## src/rtl/dram_rfsh_pkg.sv

```systemverilog
package dram_rfsh_pkg;
  typedef enum logic [2:0] {
    ST_IDLE  = 3'd0,
    ST_READ  = 3'd1,
    ST_AMP   = 3'd2,
    ST_WRITE = 3'd3,
    ST_ACC   = 3'd4
  } seq_state_t;
endpackage

```

## src/rtl/rfsh_rst_sync.sv

```systemverilog
module rfsh_rst_sync (
  input  logic clk,
  input  logic rst_n,
  output logic rst_n_sync
);
  logic [1:0] sync_q;

  always_ff @(posedge clk or negedge rst_n) begin
    if (!rst_n) sync_q <= 2'b00;
    else        sync_q <= {sync_q[0], 1'b1};
  end

  assign rst_n_sync = sync_q[1];
endmodule

```

## src/rtl/rfsh_tick_gen.sv

```systemverilog
module rfsh_tick_gen #(
  parameter int INTERVAL = 78
) (
  input  logic clk,
  input  logic rst_n,
  output logic tick
);
  localparam int TW = $clog2(INTERVAL + 1);
  localparam logic [TW-1:0] LAST = TW'(INTERVAL - 1);

  logic [TW-1:0] cnt_q, cnt_d;

  always_comb begin
    tick  = (cnt_q == LAST);
    cnt_d = tick ? '0 : cnt_q + TW'(1);
  end

  always_ff @(posedge clk or negedge rst_n) begin
    if (!rst_n) cnt_q <= '0;
    else        cnt_q <= cnt_d;
  end
endmodule

```

## src/rtl/rfsh_row_ctr.sv

```systemverilog
module rfsh_row_ctr #(
  parameter int ROWS  = 16,
  parameter int ROW_W = 4
) (
  input  logic             clk,
  input  logic             rst_n,
  input  logic             adv,
  output logic [ROW_W-1:0] row
);
  localparam logic [ROW_W-1:0] LAST = ROW_W'(ROWS - 1);

  logic [ROW_W-1:0] row_q, row_d;

  always_comb begin
    row_d = (row_q == LAST) ? '0 : row_q + ROW_W'(1);
  end

  always_ff @(posedge clk or negedge rst_n) begin
    if (!rst_n)   row_q <= '0;
    else if (adv) row_q <= row_d;
  end

  assign row = row_q;
endmodule

```

## src/rtl/rfsh_seq.sv

```systemverilog
module rfsh_seq
  import dram_rfsh_pkg::*;
#(
  parameter int PH_CYC  = 2,
  parameter int ACC_CYC = 4,
  parameter int ROW_W   = 4
) (
  input  logic             clk,
  input  logic             rst_n,
  input  logic             tick,
  input  logic             acc_req,
  input  logic [ROW_W-1:0] acc_row,
  output logic             ref_done,
  output logic             acc_gnt,
  output logic             acc_busy,
  output logic             rd_ph,
  output logic             amp_ph,
  output logic             wr_ph,
  output logic             acc_act,
  output logic [ROW_W-1:0] acc_row_q
);
  localparam int MAXC  = (PH_CYC > ACC_CYC) ? PH_CYC : ACC_CYC;
  localparam int CNT_W = $clog2(MAXC + 1);
  localparam logic [CNT_W-1:0] PH_LAST  = CNT_W'(PH_CYC - 1);
  localparam logic [CNT_W-1:0] ACC_LAST = CNT_W'(ACC_CYC - 1);

  seq_state_t       state_q, state_d;
  logic [CNT_W-1:0] cnt_q, cnt_d;
  logic             pend_q, pend_d;
  logic [ROW_W-1:0] arow_q;
  logic             arow_en;
  logic             due;
  logic             start_ref;

  always_comb begin
    due       = pend_q | tick;
    start_ref = (state_q == ST_IDLE) && due;
    pend_d    = due && !start_ref;
    state_d   = state_q;
    cnt_d     = cnt_q;
    arow_en   = 1'b0;
    ref_done  = 1'b0;
    acc_gnt   = 1'b0;
    unique case (state_q)
      ST_IDLE: begin
        cnt_d = '0;
        if (due) begin
          state_d = ST_READ;
        end else if (acc_req) begin
          state_d = ST_ACC;
          arow_en = 1'b1;
          acc_gnt = 1'b1;
        end
      end
      ST_READ: begin
        if (cnt_q == PH_LAST) begin
          state_d = ST_AMP;
          cnt_d   = '0;
        end else begin
          cnt_d = cnt_q + CNT_W'(1);
        end
      end
      ST_AMP: begin
        if (cnt_q == PH_LAST) begin
          state_d = ST_WRITE;
          cnt_d   = '0;
        end else begin
          cnt_d = cnt_q + CNT_W'(1);
        end
      end
      ST_WRITE: begin
        if (cnt_q == PH_LAST) begin
          state_d  = ST_IDLE;
          cnt_d    = '0;
          ref_done = 1'b1;
        end else begin
          cnt_d = cnt_q + CNT_W'(1);
        end
      end
      ST_ACC: begin
        if (cnt_q == ACC_LAST) begin
          state_d = ST_IDLE;
          cnt_d   = '0;
        end else begin
          cnt_d = cnt_q + CNT_W'(1);
        end
      end
      default: begin
        state_d = ST_IDLE;
        cnt_d   = '0;
      end
    endcase
  end

  always_ff @(posedge clk or negedge rst_n) begin
    if (!rst_n) begin
      state_q <= ST_IDLE;
      cnt_q   <= '0;
      pend_q  <= 1'b0;
    end else begin
      state_q <= state_d;
      cnt_q   <= cnt_d;
      pend_q  <= pend_d;
    end
  end

  always_ff @(posedge clk or negedge rst_n) begin
    if (!rst_n)       arow_q <= '0;
    else if (arow_en) arow_q <= acc_row;
  end

  assign rd_ph     = (state_q == ST_READ);
  assign amp_ph    = (state_q == ST_AMP);
  assign wr_ph     = (state_q == ST_WRITE);
  assign acc_act   = (state_q == ST_ACC);
  assign acc_busy  = rd_ph | amp_ph | wr_ph | due;
  assign acc_row_q = arow_q;
endmodule

```

## src/rtl/rfsh_wl_dec.sv

```systemverilog
module rfsh_wl_dec #(
  parameter int ROWS  = 16,
  parameter int ROW_W = 4
) (
  input  logic             en,
  input  logic [ROW_W-1:0] idx,
  output logic [ROWS-1:0]  wl
);
  for (genvar g = 0; g < ROWS; g++) begin : g_row
    assign wl[g] = en && (idx == ROW_W'(g));
  end
endmodule

```

## src/rtl/dram_refresh_sched.sv

```systemverilog
module dram_refresh_sched #(
  parameter int HOLD_CYC = 2500,
  parameter int ROWS     = 16,
  parameter int PH_CYC   = 2,
  parameter int ACC_CYC  = 4,
  parameter int ROW_W    = (ROWS > 1) ? $clog2(ROWS) : 1
) (
  input  logic             clk,
  input  logic             rst_n,
  input  logic             acc_req,
  input  logic [ROW_W-1:0] acc_row,
  output logic             acc_gnt,
  output logic             acc_busy,
  output logic             acc_act,
  output logic [ROWS-1:0]  wl,
  output logic             rd_ph,
  output logic             amp_ph,
  output logic             wr_ph,
  output logic [ROW_W-1:0] ref_row,
  output logic             cfg_err
);
  localparam int HALF_CYC = HOLD_CYC / 2;
  localparam int OP_CYC   = 3 * PH_CYC;
  localparam int RAW_INT  = HALF_CYC / ROWS;
  localparam int INTERVAL = (RAW_INT < 1) ? 1 : RAW_INT;
  localparam logic CFG_BAD = (ROWS * OP_CYC) > HALF_CYC;

  logic             rst_n_s;
  logic             tick;
  logic             ref_done;
  logic [ROW_W-1:0] arow_q;
  logic [ROW_W-1:0] sel_row;
  logic             wl_en;

  rfsh_rst_sync u_rst (
    .clk        (clk),
    .rst_n      (rst_n),
    .rst_n_sync (rst_n_s)
  );

  rfsh_tick_gen #(.INTERVAL(INTERVAL)) u_tick (
    .clk   (clk),
    .rst_n (rst_n_s),
    .tick  (tick)
  );

  rfsh_row_ctr #(.ROWS(ROWS), .ROW_W(ROW_W)) u_row (
    .clk   (clk),
    .rst_n (rst_n_s),
    .adv   (ref_done),
    .row   (ref_row)
  );

  rfsh_seq #(.PH_CYC(PH_CYC), .ACC_CYC(ACC_CYC), .ROW_W(ROW_W)) u_seq (
    .clk       (clk),
    .rst_n     (rst_n_s),
    .tick      (tick),
    .acc_req   (acc_req),
    .acc_row   (acc_row),
    .ref_done  (ref_done),
    .acc_gnt   (acc_gnt),
    .acc_busy  (acc_busy),
    .rd_ph     (rd_ph),
    .amp_ph    (amp_ph),
    .wr_ph     (wr_ph),
    .acc_act   (acc_act),
    .acc_row_q (arow_q)
  );

  assign sel_row = acc_act ? arow_q : ref_row;
  assign wl_en   = rd_ph | amp_ph | wr_ph | acc_act;

  rfsh_wl_dec #(.ROWS(ROWS), .ROW_W(ROW_W)) u_dec (
    .en  (wl_en),
    .idx (sel_row),
    .wl  (wl)
  );

  assign cfg_err = CFG_BAD;
endmodule

```

## config.mk

```make
export PLATFORM = sky130hd
export DESIGN_NAME = dram_refresh_sched
export DESIGN_NICKNAME = d
export VERILOG_FILES = /design/src/rtl/dram_rfsh_pkg.sv /design/src/rtl/rfsh_rst_sync.sv /design/src/rtl/rfsh_tick_gen.sv /design/src/rtl/rfsh_row_ctr.sv /design/src/rtl/rfsh_seq.sv /design/src/rtl/rfsh_wl_dec.sv /design/src/rtl/dram_refresh_sched.sv
export SDC_FILE = /design/constraint.sdc
export NUM_CORES = 1
export LEC_CHECK = 0
export CAP_MARGIN = 20
export CORE_UTILIZATION = 25
export CTS_BUF_LIST = sky130_fd_sc_hd__clkbuf_4 sky130_fd_sc_hd__clkbuf_8
export DETAILED_ROUTE_END_ITERATION = 12
export GPL_TIMING_DRIVEN = 0
export HOLD_SLACK_MARGIN = 0.06
export PLACE_DENSITY = 0.56
export SYNTH_ARGS = -nofsm -noshare
export SYNTH_HDL_FRONTEND = slang
export SYNTH_SLANG_ARGS = --single-unit
```

## constraint.sdc

```tcl
create_clock -name clk -period 2.6 [get_ports clk]
set_clock_uncertainty 0.15 [all_clocks]
set_input_delay 0.78 -clock clk [delete_from_list [all_inputs] [get_ports clk]]
set_output_delay 0.78 -clock clk [all_outputs]
set_load 0.02 [all_outputs]
```

* After elaboration in Yosys (flattened, before gate mapping)
Cells that the tools add are included.
** Word-level totals
- Output and inout bits :: 27
- Logic and storage cells :: 84
- Register bits :: 24
** Cells by class
- Bitwise operators :: 5
- $add $sub $neg :: 3
- Equal/unequal tests :: 28
- Reduce and logical (&&, ||, !) cells :: 23
- Multiplexer cells :: 18
** Operator list (count)
- 4-bit == test (second input constant) :: 9
- 3-bit two-way mux :: 8
- 1-bit logical AND :: 18
- 4-bit by 3-bit == test with 1-bit output (second input constant) :: 4
- 3-bit case mux with 5 select lines :: 1
- 3-bit by 2-bit == test with 1-bit output (second input constant) :: 3
- 4-bit by 2-bit == test with 1-bit output (second input constant) :: 2
- 4-bit two-way mux :: 2
- 7-bit by 1-bit adder with 7-bit output (second input constant) :: 1
- 7-bit == test (second input constant) :: 1
- 7-bit two-way mux :: 1
- 3-bit by 1-bit == test with 1-bit output (second input constant) :: 2
- 2-bit != test (second input constant) :: 3
- 3-bit case mux with 2 select lines :: 1
- 1-bit two-way mux :: 5
- 1-bit OR :: 5
- 5-bit AND reduction :: 1
- 4-bit by 1-bit adder with 4-bit output (second input constant) :: 1
- 4-bit by 1-bit == test with 1-bit output (second input constant) :: 1
- 4-bit zero test :: 1
- 3-bit by 1-bit adder with 3-bit output (second input constant) :: 1
- 3-bit == test (second input constant) :: 1
- 3-bit zero test :: 1
- 3-bit by 2-bit != test with 1-bit output (second input constant) :: 1
- 3 further kinds :: 3

* Longest topological paths before layout
Gate-level depths: netlist (run 1).
- Depth in word-level cells :: 5
- Gate-level depth with buffers :: 7

* Hierarchy
From an unflattened synthesis (run 1), not the netlist that was laid out.
** Unflattened totals
- Cells, all modules :: 133
- Area total of the unflattened synthesis :: 1355.0 µm²
** Modules (own cells, without submodules)
- rfsh_seq :: cells an instance 53, area an instance 598.1 µm², times used 1
- rfsh_tick_gen :: cells an instance 30, area an instance 341.6 µm², times used 1
- rfsh_row_ctr :: cells an instance 17, area an instance 180.2 µm², times used 1
- rfsh_wl_dec :: cells an instance 23, area an instance 117.6 µm², times used 1
- dram_refresh_sched :: cells an instance 7, area an instance 63.8 µm², times used 1
- rfsh_rst_sync :: cells an instance 3, area an instance 53.8 µm², times used 1

* Least setup slack after synthesis (run 1)
No wires, ideal clock.
- Path kind :: register to output
- Start point :: register u_seq.state_q[0]
- End point :: output wl[11]
- Setup slack :: 0.020 ns
- Stages on the path, launching flop included :: 7
- Arrival :: 1.650 ns
- Cells stage by stage :: dfrtp_1 buf_4 nor3b_2 buf_2 nand3b_1 o21a_1 nor2_1
** RTL lines
- from (decl) :: line rfsh_seq.sv:27 : seq_state_t state_q, state_d;
- from (signal assigned) :: line rfsh_seq.sv:101 : state_q <= state_d;
- 3-bit == test * :: line rfsh_seq.sv:115 : assign acc_act = (state_q == ST_ACC);
- named net acc_act :: line dram_refresh_sched.sv:14 : output logic acc_act,
- 4-bit two-way mux :: line dram_refresh_sched.sv:70 : assign sel_row = acc_act ? arow_q : ref_row;
- 4-bit == test :: line rfsh_wl_dec.sv:10 : assign wl[g] = en && (idx == ROW_W'(g));
- 1-bit logical AND * :: line rfsh_wl_dec.sv:10
- to (decl) :: line dram_refresh_sched.sv:15 : output logic [ROWS-1:0] wl,
The timed path passes the listed nets; every way through them passes the cells marked *.

* Worst setup path after layout (run 1)
- Start point :: register u_seq.state_q[0]
- End point :: output wl[2]
** Between the ends
- Cells in the longest elaborated chain, start to end :: 5
** Ends and longest elaborated chain
- 3-bit by 1-bit == test with 1-bit output / 3-bit by 2-bit == test with 1-bit output (equally long branches) :: line rfsh_seq.sv:112, rfsh_seq.sv:113
- 1-bit OR (3 in a row) :: line dram_refresh_sched.sv:71 : assign wl_en = rd_ph | amp_ph | wr_ph | acc_act;
- 1-bit logical AND * :: line rfsh_wl_dec.sv:10
Every way passes the cells marked *; elsewhere a longest branch is shown, timed or not.

==> flow_summary.json, run 1 <==
{
  "end_kind": "primary output",
  "tightestPinTransition_ns": 0.899,
  "hold_violations": 0,
  "ir_drop_mv": 0.443,
  "finish.net_count": 217,
  "first_pass_iters": 4,
  "timing.slew.headroom": 0.401,
  "critical_path_peak_fanout": 6,
  "cp_num_cells": 7,
  "detailedRoute.firstIterationViolations": 54,
  "yosysUniqueCellTypes": 43,
  "ys_seq_area_frac": 0.417,
  "startpoint": "u_seq.state_q[0]",
  "timing.critical_path.cells": "buf_6 > nor3b_4 > buf_4 > buf_6 > mux2i_4 > and3b_1 > buf_6",
  "critical-path-slowest-cell": "dfrtp_1",
  "syn-instance-count": 145,
  "port_buffers": 32,
  "grt_overflow": 0,
  "multi_input_area_um2": 926,
  "cts-root-to-sink-buffers": 2,
  "ctsHtreeMaxLevel": 1,
  "failed_checks": "negative setup slack",
  "ys_ff_latch": 24,
  "number_of_antenna_violations_at_the_first_check_in_global_routing": 0,
  "post-synth-top-area-cell": "dfrtp_1",
  "syn_area_um2": 1440,
  "critPathBufInv": 4,
  "synth_compound_gate_area_share": 0.0956,
  "fin_crit_sh": 1.11,
  "synth_edf_count": 0,
  "floorplan.initialDensity": 0.260,
  "r2r_start": "u_seq.state_q[1]",
  "ff_latch_area_um2": 601,
  "routed-via-count": 1281,
  "global_route.usage.total": 0.125,
  "regToRegEndpoint": "u_seq.acc_row_q[2]",
  "timing.critical_path.max_delay_family": "buffers and inverters",
  "fillCellCount": 581,
  "reg2regPathDepth": 7,
  "post-route-drc-count": 0,
  "critical-path-max-stage-delay_ns": 0.39,
  "synthesized_area_per_cell_um2": 9.93,
  "place_hpwl_um": 2310,
  "run_status": "finished with violations",
  "final_setup_fails": 17,
  "final_period_minus_worst_setup_slack_ns": 2.88,
  "tritoncts_clock_tree": "done",
  "slack_of_the_worst_reg_to_reg_path_ns": 0.57,
  "drtAntennaViolNets": 0,
  "die-area_um2": 6070,
  "yosysTopAreaCellShare": 0.417,
  "required_time_of_the_critical_path_ns": 1.67,
  "avgRoutedWirePerCell_um": 13.7,
  "die_width_um": 77.9,
  "synth_top_cells_by_area": "dfrtp_1 42%, ha_1 6.1%, nor2_1 5.2%",
  "detailedPlace.worstSlack_ns": -0.694,
  "worst_skew_pair.late_latency_ns": 0.28,
  "synthMuxAreaShare": 0.0712,
  "drive_above_1_share": 0.418,
  "synth_nets": 159,
  "die_h_um": 77.9,
  "power.static_leakage_nw": 0.978,
  "first_global_vias": 1197,
  "global_route_wire_length_before_repair_um": 5960,
  "num_antenna_cells": 0,
  "crit_top_cell": "buf_6",
  "drv_cap": 0,
  "placed_cell_area_um2": 1850,
  "floorplan.core_area_um2": 5540,
  "post-route-util": 0.398,
  "final_critical_path_setup_slack_ns": -0.278,
  "areaGrowthSynthToFinish_pct": 53.3,
  "placementRows": 27,
  "async_reset_ff_frac": 1.00,
  "finalHoldWorstSlack_ns": 0.204,
  "crit_path_end": "wl[2]",
  "timing_worst_setup_path_type": "flop to primary output",
  "largest_net_degree_at_the_start_of_global_routing": 23,
  "cts.reportedPaths.clkPinSlew_ns": 0.09,
  "post_drt_via_cell_ratio": 4.69,
  "cp.arrival_ns": 1.95,
  "design_power_total_mw": 1.80,
  "power_density_nw_per_um2": 814,
  "cts-root-buf": "clkbuf_8",
  "grt_setup_unrepaired": "true",
  "synth_xor_xnor_area_share": 0.0426,
  "synthesis.yosys.warnings": 0,
  "cts_buffers": 3,
  "drt_wl_total_um": 3740,
  "fmax_mhz": 347,
  "start_kind": "flop",
  "globalplace.congestion": 0.766,
  "maxSlewViolCount": 0,
  "post_synth_adder_cell_area": 0.0608,
  "top_level_ports": 34,
  "dominant_combinational_cell_family_by_area_after_synthesis": "simple AND/OR/NAND/NOR gates",
  "clock_sinks": 24,
  "cts_hold_buffers": 0,
  "min-delay-path-class": "flop to flop",
  "finish.instance_area_um2": 2210,
  "synth-main-ff-cell": "dfrtp_1",
  "share_of_synthesized_cell_area_in_and_or_nand_and_nor_gates": 0.269
}
flip-flops by register name, summed over array words and instances, names as in the netlist:
register / count
u_seq.acc_row_q: 4
u_row.row: 4
u_seq.cnt_q: 3
u_rst.sync_q: 2
u_seq.pend_q: 1
u_seq.state_q: 3
u_tick.cnt_q: 7
through the flow:
step,std cells,setup TNS (ns)
2_1_floorplan,145,0
3_3_place_gp,249,-8.66
3_5_place_dp,249,-8.41
4_1_cts,269,-2.17
5_1_grt,273,-4.29
6_report,273,-3.11
cells in the final DEF, fill, tap and decap left out, drive strengths merged, types with 2 or more instances in the layout:
cell type	count
buf	43
dfrtp	24
nor2	20
nand2	10
clkdlybuf4s50	9
ha	7
inv	6
o22ai	6
mux2	6
nand2b	5
nor3	5
clkbuf	5
xor2	4
nor3b	4
nand3	4
xnor2	3
dlygate4sd2	3
and2	3
o21a	3
and3b	2
nor2b	2
a22o	2
nand4	2
nand3b	2
conb	2
nor4b	2
a21oi	2
mux2i	2
a21o	2
power breakdown:
group	total (mW)	internal, mW	switching, mW
combinational	1.02	0.539	0.477
sequential	0.549	0.438	0.111
clock	0.233	0.104	0.128
total	1.80	1.08	0.716
how the worst min path moves through the flow:
stage                         start         endpoint  slack [ns]  cells past startpoint
floorplan           u_rst.sync_q[1]     u_row.row[0]        0.13                      0
global placement    u_rst.sync_q[0]  u_rst.sync_q[1]        0.19                      0
detailed placement  u_rst.sync_q[0]  u_rst.sync_q[1]        0.19                      0
CTS                 u_rst.sync_q[0]  u_rst.sync_q[1]        0.21                      0
global route        u_rst.sync_q[0]  u_rst.sync_q[1]        0.21                      0
finish              u_rst.sync_q[0]  u_rst.sync_q[1]        0.20                      0
routing by layer:
metal	vias up	part of all wire	GRT usage
met4	0	0.019	0.0611
met5	-	0	0
met3	5	0.034	0.0129
li1	613	-	-
met2	33	0.48	0.196
met1	630	0.47	0.172
cells by family after synthesis:
family,Yosys count
AND/OR/NAND/NOR,66
flip-flops,24
AO/OA/AOI/OAI,19
buffers and inverters,12
multiplexers,8
adder cells (fa/ha/maj),7
XOR/XNOR,7
other,2
Yosys cell counts, drive strengths merged (3+ instances only):
| cell type | instances |
|---|---|
| nand2 | 10 |
| xnor2 | 3 |
| nand2b | 5 |
| nor3 | 5 |
| xor2 | 4 |
| ha | 7 |
| o22ai | 6 |
| o21a | 3 |
| nor3b | 4 |
| buf | 4 |
| and2 | 3 |
| inv | 6 |
| nand3 | 4 |
| mux2 | 6 |
| dfrtp | 24 |
| nor2 | 20 |
what timing repair did:
item / in CTS / in global routing
pin swaps: 11 / 4
resized for setup: 122 / 25
setup buffers: 17 / 4
endpoints found under the setup margin: 21 / 20
final cells by class:
cell class                 instances  share of cell area
multi-input combinational        109               0.420
sequential                        24               0.272
timing repair buffer              53               0.216
tap                               72              0.0408
buffer                             6              0.0227
clock buffer                       3              0.0187
inverter                           6              0.0102
(Power assumes the default switching activity.)
==> run 2: changes to the inputs <==
--- a/config.mk
+++ b/config.mk
@@ -11,7 +11,7 @@
 export DETAILED_ROUTE_END_ITERATION = 12
 export GPL_TIMING_DRIVEN = 0
 export HOLD_SLACK_MARGIN = 0.06
-export PLACE_DENSITY = 0.56
+export PLACE_DENSITY = 0.57
 export SYNTH_ARGS = -nofsm -noshare
 export SYNTH_HDL_FRONTEND = slang
 export SYNTH_SLANG_ARGS = --single-unit
==> constraint.sdc (replaced) <==
create_clock -name clk -period 2.55 [get_ports clk]
set_clock_uncertainty 0.15 [all_clocks]
set_input_delay 0.765 -clock clk [delete_from_list [all_inputs] [get_ports clk]]
set_output_delay 0.765 -clock clk [all_outputs]
set_load 0.02 [all_outputs]
==> run 2 against run 1 <==
Net effect: the flow still finishes with violations (negative setup slack); clock-buffer cell count did not move; total power is 0.60% higher; sequential cell count unchanged; design area is 0.17% higher; clock power down 5%; critical path depth stayed put; sequential share of layout area grew 0.067 points; non-clock buffer count up 3; critical endpoint unchanged; largest power group unchanged; highest routed layer unchanged.
==> flow_summary.json, run 2 (synthesis gave the netlist of run 1 again) <==
{
  "global_route.usage.total": 0.123,
  "power_report.internal_total_mw": 1.10,
  "cp.arrival_ns": 1.95,
  "failed_checks": "negative setup slack",
  "required_time_of_the_critical_path_ns": 1.64,
  "final_common_cell": "buf_4",
  "reg2regPathDepth": 8,
  "power.sequential.fraction": 0.317,
  "ctsHtreeMaxLevel": 1,
  "design_power_total_mw": 1.81,
  "die-area_um2": 6070,
  "grt_overflow": 0,
  "end_kind": "primary output",
  "globalplace.congestion": 0.815,
  "port_buffers": 32,
  "cts.reportedPaths.clkPinSlew_ns": 0.08,
  "detailedRoute.firstIterationViolations": 32,
  "cts_hold_buffers": 0,
  "crit_path_end": "wl[2]",
  "grt_setup_unrepaired": "true",
  "power_share_of_the_clock_group": 0.122,
  "post-route-drc-count": 0,
  "first_global_vias": 1264,
  "areaGrowthSynthToFinish_pct": 53.5,
  "first_pass_iters": 4,
  "fin_crit_sh": 1.12,
  "power_density_nw_per_um2": 818,
  "critical-path-slowest-cell": "dfrtp_1",
  "slack_of_the_worst_reg_to_reg_path_ns": 0.58,
  "drive_above_1_share": 0.436,
  "routed-via-count": 1253,
  "start_kind": "flop",
  "largest_register": "u_tick.cnt_q",
  "drt_wl_total_um": 3580,
  "swShare": 0.393,
  "gr-usage-met2": 0.204,
  "grt_most_used_layer": "met2",
  "startpoint": "u_seq.state_q[0]",
  "largest_register_ffs": 7,
  "timing_worst_setup_path_type": "flop to primary output",
  "cts_buffers": 3,
  "placed_cells_incl_taps": 249,
  "clock_sinks": 24,
  "final_critical_path_setup_slack_ns": -0.313,
  "layoutNonFillerInstCount": 276,
  "num_antenna_cells": 0,
  "drtAntennaViolNets": 0,
  "timing.slew.headroom": 0.397,
  "avgRoutedWirePerCell_um": 13.0,
  "met3_usage": 0.0176,
  "detailedPlace.worstSlack_ns": -0.728,
  "ir_drop_mv": 0.374,
  "critPathBufInv": 4,
  "combPwrFrac": 0.561,
  "cts-root-to-sink-buffers": 2,
  "tritoncts_clock_tree": "done",
  "final_period_minus_worst_setup_slack_ns": 2.86,
  "hold_violations": 0,
  "final_setup_fails": 16,
  "switchingPower_uw": 710,
  "final_cell_mix": "28 x buf_4, 22 x dfrtp_1, 18 x nor2_1",
  "grt.met1_usage": 0.158,
  "worst_skew_pair.late_latency_ns": 0.26,
  "global_route_wire_length_before_repair_um": 5950,
  "floorplan.core_area_um2": 5540,
  "maxSlewViolCount": 0,
  "power.static_leakage_nw": 1.00,
  "fmax_mhz": 349,
  "finish.net_count": 220,
  "post_drt_via_cell_ratio": 4.54,
  "die_h_um": 77.9,
  "run_status": "finished with violations",
  "die_width_um": 77.9,
  "timing.critical_path.cells": "buf_6 > nor3b_4 > buf_4 > mux2i_4 > buf_4 > and3b_1 > buf_6",
  "cts-root-buf": "clkbuf_8",
  "largest_net_degree_at_the_start_of_global_routing": 23,
  "floorplan.initialDensity": 0.260,
  "tightestPinTransition_ns": 0.905,
  "place_hpwl_um": 2220,
  "top_level_ports": 34,
  "number_of_antenna_violations_at_the_first_check_in_global_routing": 0,
  "drv_cap": 0,
  "min-delay-path-class": "flop to flop",
  "placementRows": 27,
  "regToRegEndpoint": "u_seq.state_q[0]",
  "finalHoldWorstSlack_ns": 0.204,
  "cp_num_cells": 7,
  "setup_tns_ns": -3.55,
  "critical_path_peak_fanout": 5,
  "timing.critical_path.max_delay_family": "buffers and inverters",
  "critical-path-max-stage-delay_ns": 0.39,
  "r2r_start": "u_tick.cnt_q[0]"
}
[run 2: cell types whose count changed in the layout (fill, tap and decap cells not counted), sizes merged]
cell and change:
clkbuf +1, dlygate4sd2 -1, dlymetal6s2s +1, buf +3, dlygate4sd1 -1
[run 2: repair_timing]
action	4_1_cts	5_1_grt
setup endpoints to repair	21	21
gates resized for setup	114	31
endpoints found under the hold margin	0	0
pin swaps	11	10
buffers inserted	17	9
[run 2: worst reg2reg max path: stages (launching register included)]
cell,delay (ns)
dfrtp_1,0.42
ha_2,0.20
nand2_2,0.06
nor4b_4,0.26
buf_4,0.18
buf_4,0.10
buf_4,0.14
nor4_2,0.05
a2111oi_2,0.31
[run 2: layout make-up]
cell class | instances | area, um2
buffer | 5 | 38.8
clock buffer | 3 | 41.3
fill | 550 | 3330
inverter | 6 | 22.5
multi-input combinational | 109 | 922
sequential | 24 | 603
tap | 72 | 90.1
timing repair buffer | 57 | 493
[run 2: metrics by stage]
stage | instance area, um2 | util
after floorplan | 1440 | -
after CTS | 2050 | 0.371
after global routing | 2210 | 0.399
after global placement | 1850 | 0.334
after detailed placement | 1850 | 0.334
final | 2210 | 0.399
[run 2: worst min-delay path by stage]
stage	from	depth (start not counted)	endpoint	slack [ns]
6_report	u_rst.sync_q[0]	0	u_rst.sync_q[1]	0.20
5_1_grt	u_rst.sync_q[0]	0	u_rst.sync_q[1]	0.22
4_1_cts	u_rst.sync_q[0]	0	u_rst.sync_q[1]	0.21
3_5_place_dp	u_rst.sync_q[0]	0	u_rst.sync_q[1]	0.19
3_3_place_gp	u_rst.sync_q[0]	0	u_rst.sync_q[1]	0.19
2_1_floorplan	u_rst.sync_q[1]	0	u_row.row[0]	0.13
[run 2: per-layer routing]
metal / part of all wire / wire, um
met5: 0 / 0
met4: 0.013 / 45
met3: 0.022 / 80
met2: 0.48 / 1720
met1: 0.48 / 1730
[run 2: power by group through the flow]
| stage | clock [mW] | combinational, mW | sequential (mW) |
|---|---|---|---|
| final | 0.221 | 1.01 | 0.573 |
| after global routing | 0.242 | 1.09 | 0.585 |
| after CTS | 0.227 | 0.878 | 0.559 |
| after detailed placement | 0 | 0.688 | 0.553 |
| after global placement | 0 | 0.690 | 0.546 |
| after floorplan | 0 | 0.461 | 0.531 |
